File: config.mk
export PLATFORM = sky130hd
export DESIGN_NAME = spi_byte_master
export DESIGN_NICKNAME = d
export VERILOG_FILES = /design/src/rtl/spi_m0_pkg.sv /design/src/rtl/spi_m0_sclk_gen.sv /design/src/rtl/spi_m0_edge_counter.sv /design/src/rtl/spi_m0_shifter.sv /design/src/rtl/spi_byte_master.sv
export SDC_FILE = /design/constraint.sdc
export NUM_CORES = 1
export LEC_CHECK = 0
export BUFFER_PORTS_ARGS = -buffer_cell sky130_fd_sc_hd__buf_4
export CORE_ASPECT_RATIO = 0.5
export CORE_UTILIZATION = 35
export CTS_BUF_LIST = sky130_fd_sc_hd__clkbuf_8
export DETAILED_ROUTE_END_ITERATION = 10
export PLACE_DENSITY_LB_ADDON = 0.25
export SYNTH_ARGS = -nofsm -noshare
export SYNTH_HDL_FRONTEND = slang
export SYNTH_SLANG_ARGS = --single-unit
export TNS_END_PERCENT = 10
File: constraint.sdc
create_clock -name clk -period 1.6 [get_ports clk]
set_input_delay 0.16 -clock clk [delete_from_list [all_inputs] [get_ports clk]]
set_output_delay 0.16 -clock clk [all_outputs]
set_load 0.02 [all_outputs]
File: src/rtl/spi_m0_pkg.sv
package spi_m0_pkg;

  typedef enum logic {
    XS_IDLE = 1'b0,
    XS_RUN  = 1'b1
  } xfer_state_e;

endpackage

File: src/rtl/spi_m0_sclk_gen.sv
module spi_m0_sclk_gen (
  input  logic clk,
  input  logic rst,
  input  logic running,
  input  logic park,
  output logic sclk,
  output logic rise_evt,
  output logic fall_evt
);

  logic sclk_q;

  // Next level of the serial clock: parked low, or inverted while running.
  function automatic logic next_level(input logic cur, input logic run_i,
                                      input logic park_i);
    if (park_i)
      return 1'b0;
    else if (run_i)
      return ~cur;
    else
      return 1'b0;
  endfunction

  always_ff @(posedge clk) begin
    if (rst)
      sclk_q <= 1'b0;
    else
      sclk_q <= next_level(sclk_q, running, park);
  end

  assign sclk     = sclk_q;
  assign rise_evt = running && !park && !sclk_q;
  assign fall_evt = running && !park && sclk_q;

  // a running, unparked serial clock changes level on every edge
  a_r3_sclk_toggles: assert property (@(posedge clk) disable iff (rst)
    (running && !park) |=> (sclk_q != $past(sclk_q)));

endmodule

File: src/rtl/spi_m0_edge_counter.sv
module spi_m0_edge_counter #(
  parameter int DATA_W = 8
) (
  input  logic clk,
  input  logic rst,
  input  logic clear,
  input  logic step,
  output logic all_sampled
);

  localparam int CNT_W = $clog2(DATA_W + 1);
  localparam logic [CNT_W-1:0] LAST_CNT = CNT_W'(DATA_W);

  logic [CNT_W-1:0] cnt_q;

  function automatic logic [CNT_W-1:0] bump(input logic [CNT_W-1:0] v);
    return v + CNT_W'(1);
  endfunction

  function automatic logic reached(input logic [CNT_W-1:0] v);
    return v == LAST_CNT;
  endfunction

  always_ff @(posedge clk) begin
    if (rst || clear)
      cnt_q <= '0;
    else if (step)
      cnt_q <= bump(cnt_q);
  end

  assign all_sampled = reached(cnt_q);

  // once the word is complete, no further capture steps occur
  a_r5_no_extra_sample: assert property (@(posedge clk) disable iff (rst)
    (all_sampled && !clear) |-> !step);

endmodule

File: src/rtl/spi_m0_shifter.sv
module spi_m0_shifter #(
  parameter int DATA_W = 8
) (
  input  logic              clk,
  input  logic              rst,
  input  logic              load,
  input  logic [DATA_W-1:0] load_word,
  input  logic              shift_out,
  input  logic              shift_in,
  input  logic              serial_in,
  output logic              serial_out,
  output logic [DATA_W-1:0] word_in
);

  localparam int MSB = DATA_W - 1;

  logic [DATA_W-1:0] tx_sr;
  logic [DATA_W-1:0] rx_sr;

  function automatic logic [DATA_W-1:0] drop_top(input logic [DATA_W-1:0] v);
    return {v[MSB-1:0], 1'b0};
  endfunction

  function automatic logic [DATA_W-1:0] append_bit(input logic [DATA_W-1:0] v,
                                                   input logic b);
    return {v[MSB-1:0], b};
  endfunction

  always_ff @(posedge clk) begin
    if (rst)
      tx_sr <= '0;
    else if (load)
      tx_sr <= load_word;
    else if (shift_out)
      tx_sr <= drop_top(tx_sr);
  end

  always_ff @(posedge clk) begin
    if (rst)
      rx_sr <= '0;
    else if (shift_in)
      rx_sr <= append_bit(rx_sr, serial_in);
  end

  assign serial_out = tx_sr[MSB];
  assign word_in    = rx_sr;

  // each capture step moves the sampled line into the low bit
  a_r5_capture_lsb: assert property (@(posedge clk) disable iff (rst)
    (shift_in && !load) |=> (word_in[0] == $past(serial_in)));

endmodule

File: src/rtl/spi_byte_master.sv
module spi_byte_master #(
  parameter int DATA_W = 8
) (
  input  logic              clk,
  input  logic              rst,
  input  logic              start,
  input  logic [DATA_W-1:0] tx_data,
  input  logic              miso,
  output logic              mosi,
  output logic              sclk,
  output logic              cs_n,
  output logic              busy,
  output logic              done,
  output logic [DATA_W-1:0] rx_data
);

  import spi_m0_pkg::*;

  localparam int MSB = DATA_W - 1;

  xfer_state_e state_q;
  logic        done_q;
  logic        running;
  logic        accept;
  logic        last_edge;
  logic        all_sampled;
  logic        rise_evt;
  logic        fall_evt;
  logic        shift_out;
  logic        sclk_int;

  assign running   = (state_q == XS_RUN);
  assign accept    = start && !running;
  assign last_edge = running && sclk_int && all_sampled;
  assign shift_out = fall_evt && !all_sampled;

  spi_m0_sclk_gen u_sclk (
    .clk      (clk),
    .rst      (rst),
    .running  (running),
    .park     (last_edge),
    .sclk     (sclk_int),
    .rise_evt (rise_evt),
    .fall_evt (fall_evt)
  );

  spi_m0_edge_counter #(.DATA_W(DATA_W)) u_cnt (
    .clk         (clk),
    .rst         (rst),
    .clear       (accept),
    .step        (rise_evt),
    .all_sampled (all_sampled)
  );

  spi_m0_shifter #(.DATA_W(DATA_W)) u_shift (
    .clk        (clk),
    .rst        (rst),
    .load       (accept),
    .load_word  (tx_data),
    .shift_out  (shift_out),
    .shift_in   (rise_evt),
    .serial_in  (miso),
    .serial_out (mosi),
    .word_in    (rx_data)
  );

  always_ff @(posedge clk) begin
    if (rst) begin
      state_q <= XS_IDLE;
      done_q  <= 1'b0;
    end else begin
      done_q <= last_edge;
      case (state_q)
        XS_IDLE: if (accept)    state_q <= XS_RUN;
        XS_RUN:  if (last_edge) state_q <= XS_IDLE;
        default:                state_q <= XS_IDLE;
      endcase
    end
  end

  assign busy = running;
  assign done = done_q;
  assign cs_n = !running;
  assign sclk = sclk_int;

  // reset forces the idle outputs
  a_r1_reset_idle: assert property (@(posedge clk)
    rst |=> (!busy && !done && cs_n && !sclk));

  // acceptance selects the slave with the clock low and the top bit out
  a_r2_accept_state: assert property (@(posedge clk) disable iff (rst)
    accept |=> (busy && !cs_n && !sclk && (mosi == $past(tx_data[MSB]))));

  // a rising serial edge leaves the outgoing bit unchanged
  a_r4_mosi_hold_on_rise: assert property (@(posedge clk) disable iff (rst)
    (running && !sclk) |=> $stable(mosi));

  // completion releases the bus and pulses done
  a_r6_finish: assert property (@(posedge clk) disable iff (rst)
    last_edge |=> (done && !busy && cs_n && !sclk));

  // done is a single-cycle pulse
  a_r6_done_single: assert property (@(posedge clk) disable iff (rst)
    done |=> !done);

  // a start during a transfer does not end or restart it
  a_r7_start_ignored: assert property (@(posedge clk) disable iff (rst)
    (start && running && !last_edge) |=> busy);

  // idle bus levels
  a_r11_idle_levels: assert property (@(posedge clk) disable iff (rst)
    !busy |-> (cs_n && !sclk));

endmodule

# Word-level counts from Yosys, hierarchy flattened
# Index checks and enable logic that the tools add are counted.
dict set report classes {
  n_addsub 1
  eq_ne 1
  n_mux 5
  bitwise_logic 2
  reduce_logical 14
}
# operator n
set op_table {}
lappend op_table {{$mux 8} 2}
lappend op_table {{$logic_and 1x1->1} 7}
lappend op_table {{$add 4x1->4 const B} 1}
lappend op_table {{$eq 4x4->1 const B} 1}
lappend op_table {{$logic_not 1->1} 4}
lappend op_table {{$reduce_or 3->1} 1}
lappend op_table {{$mux 1} 2}
lappend op_table {{$not 1->1} 2}
lappend op_table {{$pmux 1 s2} 1}
lappend op_table {{$reduce_bool 2->1} 1}
lappend op_table {{$logic_or 1x1->1} 1}
dict set report word_totals {
  reg_bits 23
  input_bits 12
  output_inout_bits 13
  elab_cells 29
}

# Longest topological paths before layout
dict set report logic_depth {
  ltp_word 8
  depth_mapped 6
}

# Cells and area by module
# A second synthesis with hierarchy kept.
dict set report unflattened {
  cells_unflattened 95
  hier_area_um2 1013.5
}
# module instances cells_per_inst area_each_um2 seq_area_each_um2
set modules_own_cells {}
lappend modules_own_cells {spi_m0_shifter 1 61 653.1 320.3}
lappend modules_own_cells {spi_m0_edge_counter 1 21 216.5 80.1}
lappend modules_own_cells {spi_byte_master 1 9 91.3 40.0}
lappend modules_own_cells {spi_m0_sclk_gen 1 4 52.6 20.0}

# Worst setup path after synthesis
# OpenSTA, ideal clock, no wires.
dict set report synth_path {
  kind {flip-flop to flip-flop}
  start {reg u_cnt.cnt_q[0]}
  end {reg u_shift.tx_sr[0]}
  setup_ps 132
  arrival_ps 1147
  required_ps 1468
  slack_ps 321
  stages_incl_launch_ff 7
  path_buffers 1
  synth_period_minus_slack_ps 1279
  path_cell_list {dfxtp_1 > inv_1 > ha_1 > and3b_1 > clkbuf_2 > o211ai_1 > a21oi_1}
}
dict set report synth_via {
  elab_chain_cells 7
}
# element line
set synth_lines {}
lappend synth_lines {{start, declared} spi_m0_edge_counter.sv:14} ;# logic [CNT_W-1:0] cnt_q;
lappend synth_lines {{start signal, assigned} spi_m0_edge_counter.sv:28} ;# cnt_q <= bump(cnt_q);
lappend synth_lines {{$eq 4x4->1 *} spi_m0_edge_counter.sv:21} ;# return v == LAST_CNT;
lappend synth_lines {{$logic_and 1x1->1} spi_byte_master.sv:34} ;# assign last_edge = running && sclk_int && all_sampled;
lappend synth_lines {{$logic_not 1->1} spi_m0_sclk_gen.sv:33} ;# assign fall_evt = running && !park && sclk_q;
lappend synth_lines {{$logic_and 1x1->1 (2 in series)} spi_m0_sclk_gen.sv:33}
lappend synth_lines {{$logic_and 1x1->1 *} spi_byte_master.sv:35} ;# assign shift_out = fall_evt && !all_sampled;
lappend synth_lines {{$reduce_bool 2->1 (no source line) *} --}
lappend synth_lines {{end signal, assigned} spi_m0_shifter.sv:33} ;# tx_sr <= load_word;
lappend synth_lines {{end signal, assigned} spi_m0_shifter.sv:35} ;# tx_sr <= drop_top(tx_sr);
lappend synth_lines {{end, declared} spi_m0_shifter.sv:17} ;# logic [DATA_W-1:0] tx_sr;
# Every way passes the cells marked *; elsewhere a longest branch is shown, timed or not.
# A chain may end at the register's enable or synchronous reset.

# Worst setup path after layout
dict set report layout_path {
  start {reg u_cnt.cnt_q[0]}
  end {reg u_shift.tx_sr[3]}
}
# Same word-level chain as after synthesis.

==> impl_metrics.toml <==
[clocking]
clkTransAtPathRegs_ns = 0.08
cts_resized = 0
cts.path.max_buffers = 2
clock-sinks = 23
cts_htree_levels = 1
cts_tree = "yes"
clk_latency_ns = 0.26
cts_root_buf = "clkbuf_8"
numCtsBuffers = 3

[floorplan]
placementRows = 12
die_x_um = 76.0
die-height_um = 39
die_area_um2 = 2960
io_pins = 25
coreArea_um2 = 2400
start_util_pct = 39.9

[power_and_ir_drop]
p_leak_nw = 0.464
ir_drop_mv = 0.481
power_w = 0.00109
power_density_nw_per_um2 = 901

[final_layout]
drive_gt1_share_pct = 23.4
insertedDiodeCount = 0
layout.cells.non_filler = 172
finalNetCount = 152
final_area_um2 = 1210
layout-area-overhead-vs-synth_pct = 26.6
fillers = 250

[synthesis]
synthAdderAreaFrac_pct = 2.61
synthXorXnorAreaFrac_pct = 1.83
netlist-cell-type-count = 27
synth-compound-area-share_pct = 18.0
muxShareOfSynthArea_pct = 1.04
synth_top_family_by_area = "simple AND/OR/NAND/NOR gates"
syn_nets = 127
synth_area_per_cell_um2 = 8.48
synthTopCellsByArea = "dfxtp_1, nand2_1, a311oi_1"
synth_simple_gate_area_share_pct = 23.5
synth-seq-cells = 23
yosys.area.top_type = "dfxtp_1"
ys_seq_area_share_pct = 48.0
synth_area_um2 = 958
yosys_warnings = 0
synth_top_area_share_pct = 48.0
postSynthCellCount = 113

[drt]
drt_pass1_iterations = 5
avgRoutedWirePerCell_um = 11.3
totalWireLength_um = 1940
final_antenna_net_count = 0
route.detailed.drc = 0
drt-vias-per-instance = 4.90
drtIter0Drc = 55
vias = 843

[hold_path]
hold_class = "input pin to flop"

[grt]
grtUsageTotal_pct = 14.2
grt_start_max_net_pins = 24
grt_pass1_wl_um = 3140
grt_pass1_vias = 700
grt-ovfl-total = 0
antenna_found_initial = 0

[timing]
setup_viol = 0
period_minus_slack_ns = 1.40
rsz0062_at_grt = "false"
hold_viol = 0
slew_headroom_pct = 70.2
fmax_mhz = 712
finalSetupTns_ns = 0
final-max-slew-violation-count = 0
fin_ws_ns = 0.196
skew_ns = 0.00526
tightest_slew_ns = 0.446
post-route-period-util_pct = 87.7

[critical_path]
slowest_stage = "dfxtp_1"
path_cells = "inv_1 > ha_1 > nand3b_1 > nand3_1 > a311oi_1"
cp-end-kind = "flop"
path_class = "flop to flop"
critPathMaxStageDelay_ns = 0.40
critical_path.top_delay_family = "flip-flops"
worstPathArrival_ns = 1.58
required_ns = 1.77
cp_max_fo = 8
critPathBufInv = 1
crit_path_start_kind = "flop"

[placement]
routabilityCongestion = 0.715
place_area_um2 = 1160
place_inst = 167
dp_hpwl_um = 1340
pre_cts_slack_ns = 0.184
numPortBuffers = 24

[run_status]
status = "completed"

[run]
max_cap_viol_count = 0
[final timing paths]
check,from,to,slack [ns],depth (start not counted)
max reg2reg,u_cnt.cnt_q[0],u_shift.tx_sr[3],0.20,5
min reg2reg,u_shift.word_in[7],u_shift.word_in[7],0.46,2
min,tx_data[0],u_shift.tx_sr[0],0.14,3
max,u_cnt.cnt_q[0],u_shift.tx_sr[3],0.20,5
[state kept, by name, summed over array words and instances, names as in the netlist]
| signal | cells |
|---|---|
| done | 1 |
| busy | 1 |
| u_shift.word_in | 8 |
| u_cnt.cnt_q | 4 |
| u_sclk.sclk | 1 |
| u_shift.tx_sr | 8 |
[cell usage in the layout, fill, tap and decap left out, types with 2 or more instances in the layout]
cell      netlist  final
buf_4           2     27
o21ai_1         8      8
dfxtp_1        23     23
nor2b_1         2      2
a311oi_1        7      7
nand3b_1        2      2
nor3_1          4      4
nor2_1          9      9
nand3_1         8      8
a21oi_1         9      9
ha_1            2      2
clkbuf_8        0      3
inv_1           3      4
nand2_1        18     18
[cell type report]
class | count | area [µm²] | area share [%]
clock inverter | 1 | 3.75 | 0.309
sequential | 23 | 460 | 37.9
tap | 35 | 43.8 | 3.61
inverter | 3 | 11.3 | 0.928
timing repair buffer | 27 | 203 | 16.7
clock buffer | 3 | 41.3 | 3.40
multi-input combinational | 80 | 450 | 37.1
[kinds of logic after synthesis]
family / count (synthesis)
xor gates and xnor gates: 2
muxes: 1
AOI/OAI and AO/OA: 27
and+or+nand+nor: 48
DFF: 23
adders and majority gates: 2
buffers and inverters: 10
[worst reg2reg max path: stages (launching register included)]
cell,delay (ns)
dfxtp_1,0.40
inv_1,0.06
ha_1,0.20
nand3b_1,0.24
nand3_1,0.13
a311oi_1,0.28
[layer usage]
metal	track usage (%)	part of all wire (%)
met4	2.88	0.51
met3	5.65	5.6
met1	17.8	51
met2	23.6	43
met5	0	0
[where the power goes]
part | leakage (nW) | internal, W | switching, W
Combinational | 0.249 | 0.0000602 | 0.0000695
Sequential | 0.188 | 0.000596 | 0.0000181
Clock | 0.0269 | 0.000171 | 0.000178
Total | 0.464 | 0.000827 | 0.000266
[cells in the mapped netlist (all sizes together)]
master,number
buf,3
nor2b,2
nand2,18
and2,1
a211oi,1
and3b,1
nand3b,2
o21ai,8
nand3,8
xnor2,1
xor2,1
nand2b,2
dfxtp,23
inv,3
nor2,9
nor3,4
o22ai,1
o211ai,1
clkbuf,4
mux2i,1
or3,1
a311oi,7
ha,2
a21oi,9
[metrics by stage]
stage          util (%)  hold slack, ns
2_1_floorplan         -           0.232
3_3_place_gp       48.3           0.406
3_5_place_dp       48.3           0.425
4_1_cts            50.2           0.139
5_1_grt            50.5           0.137
6_report           50.5           0.140
[timing repair]
item	4_1_cts	5_1_grt
endpoints found under the hold margin	0	0
buffers inserted	0	1
setup endpoints to repair	0	1
hold buffers	0	0
(Power assumes the default switching activity.)
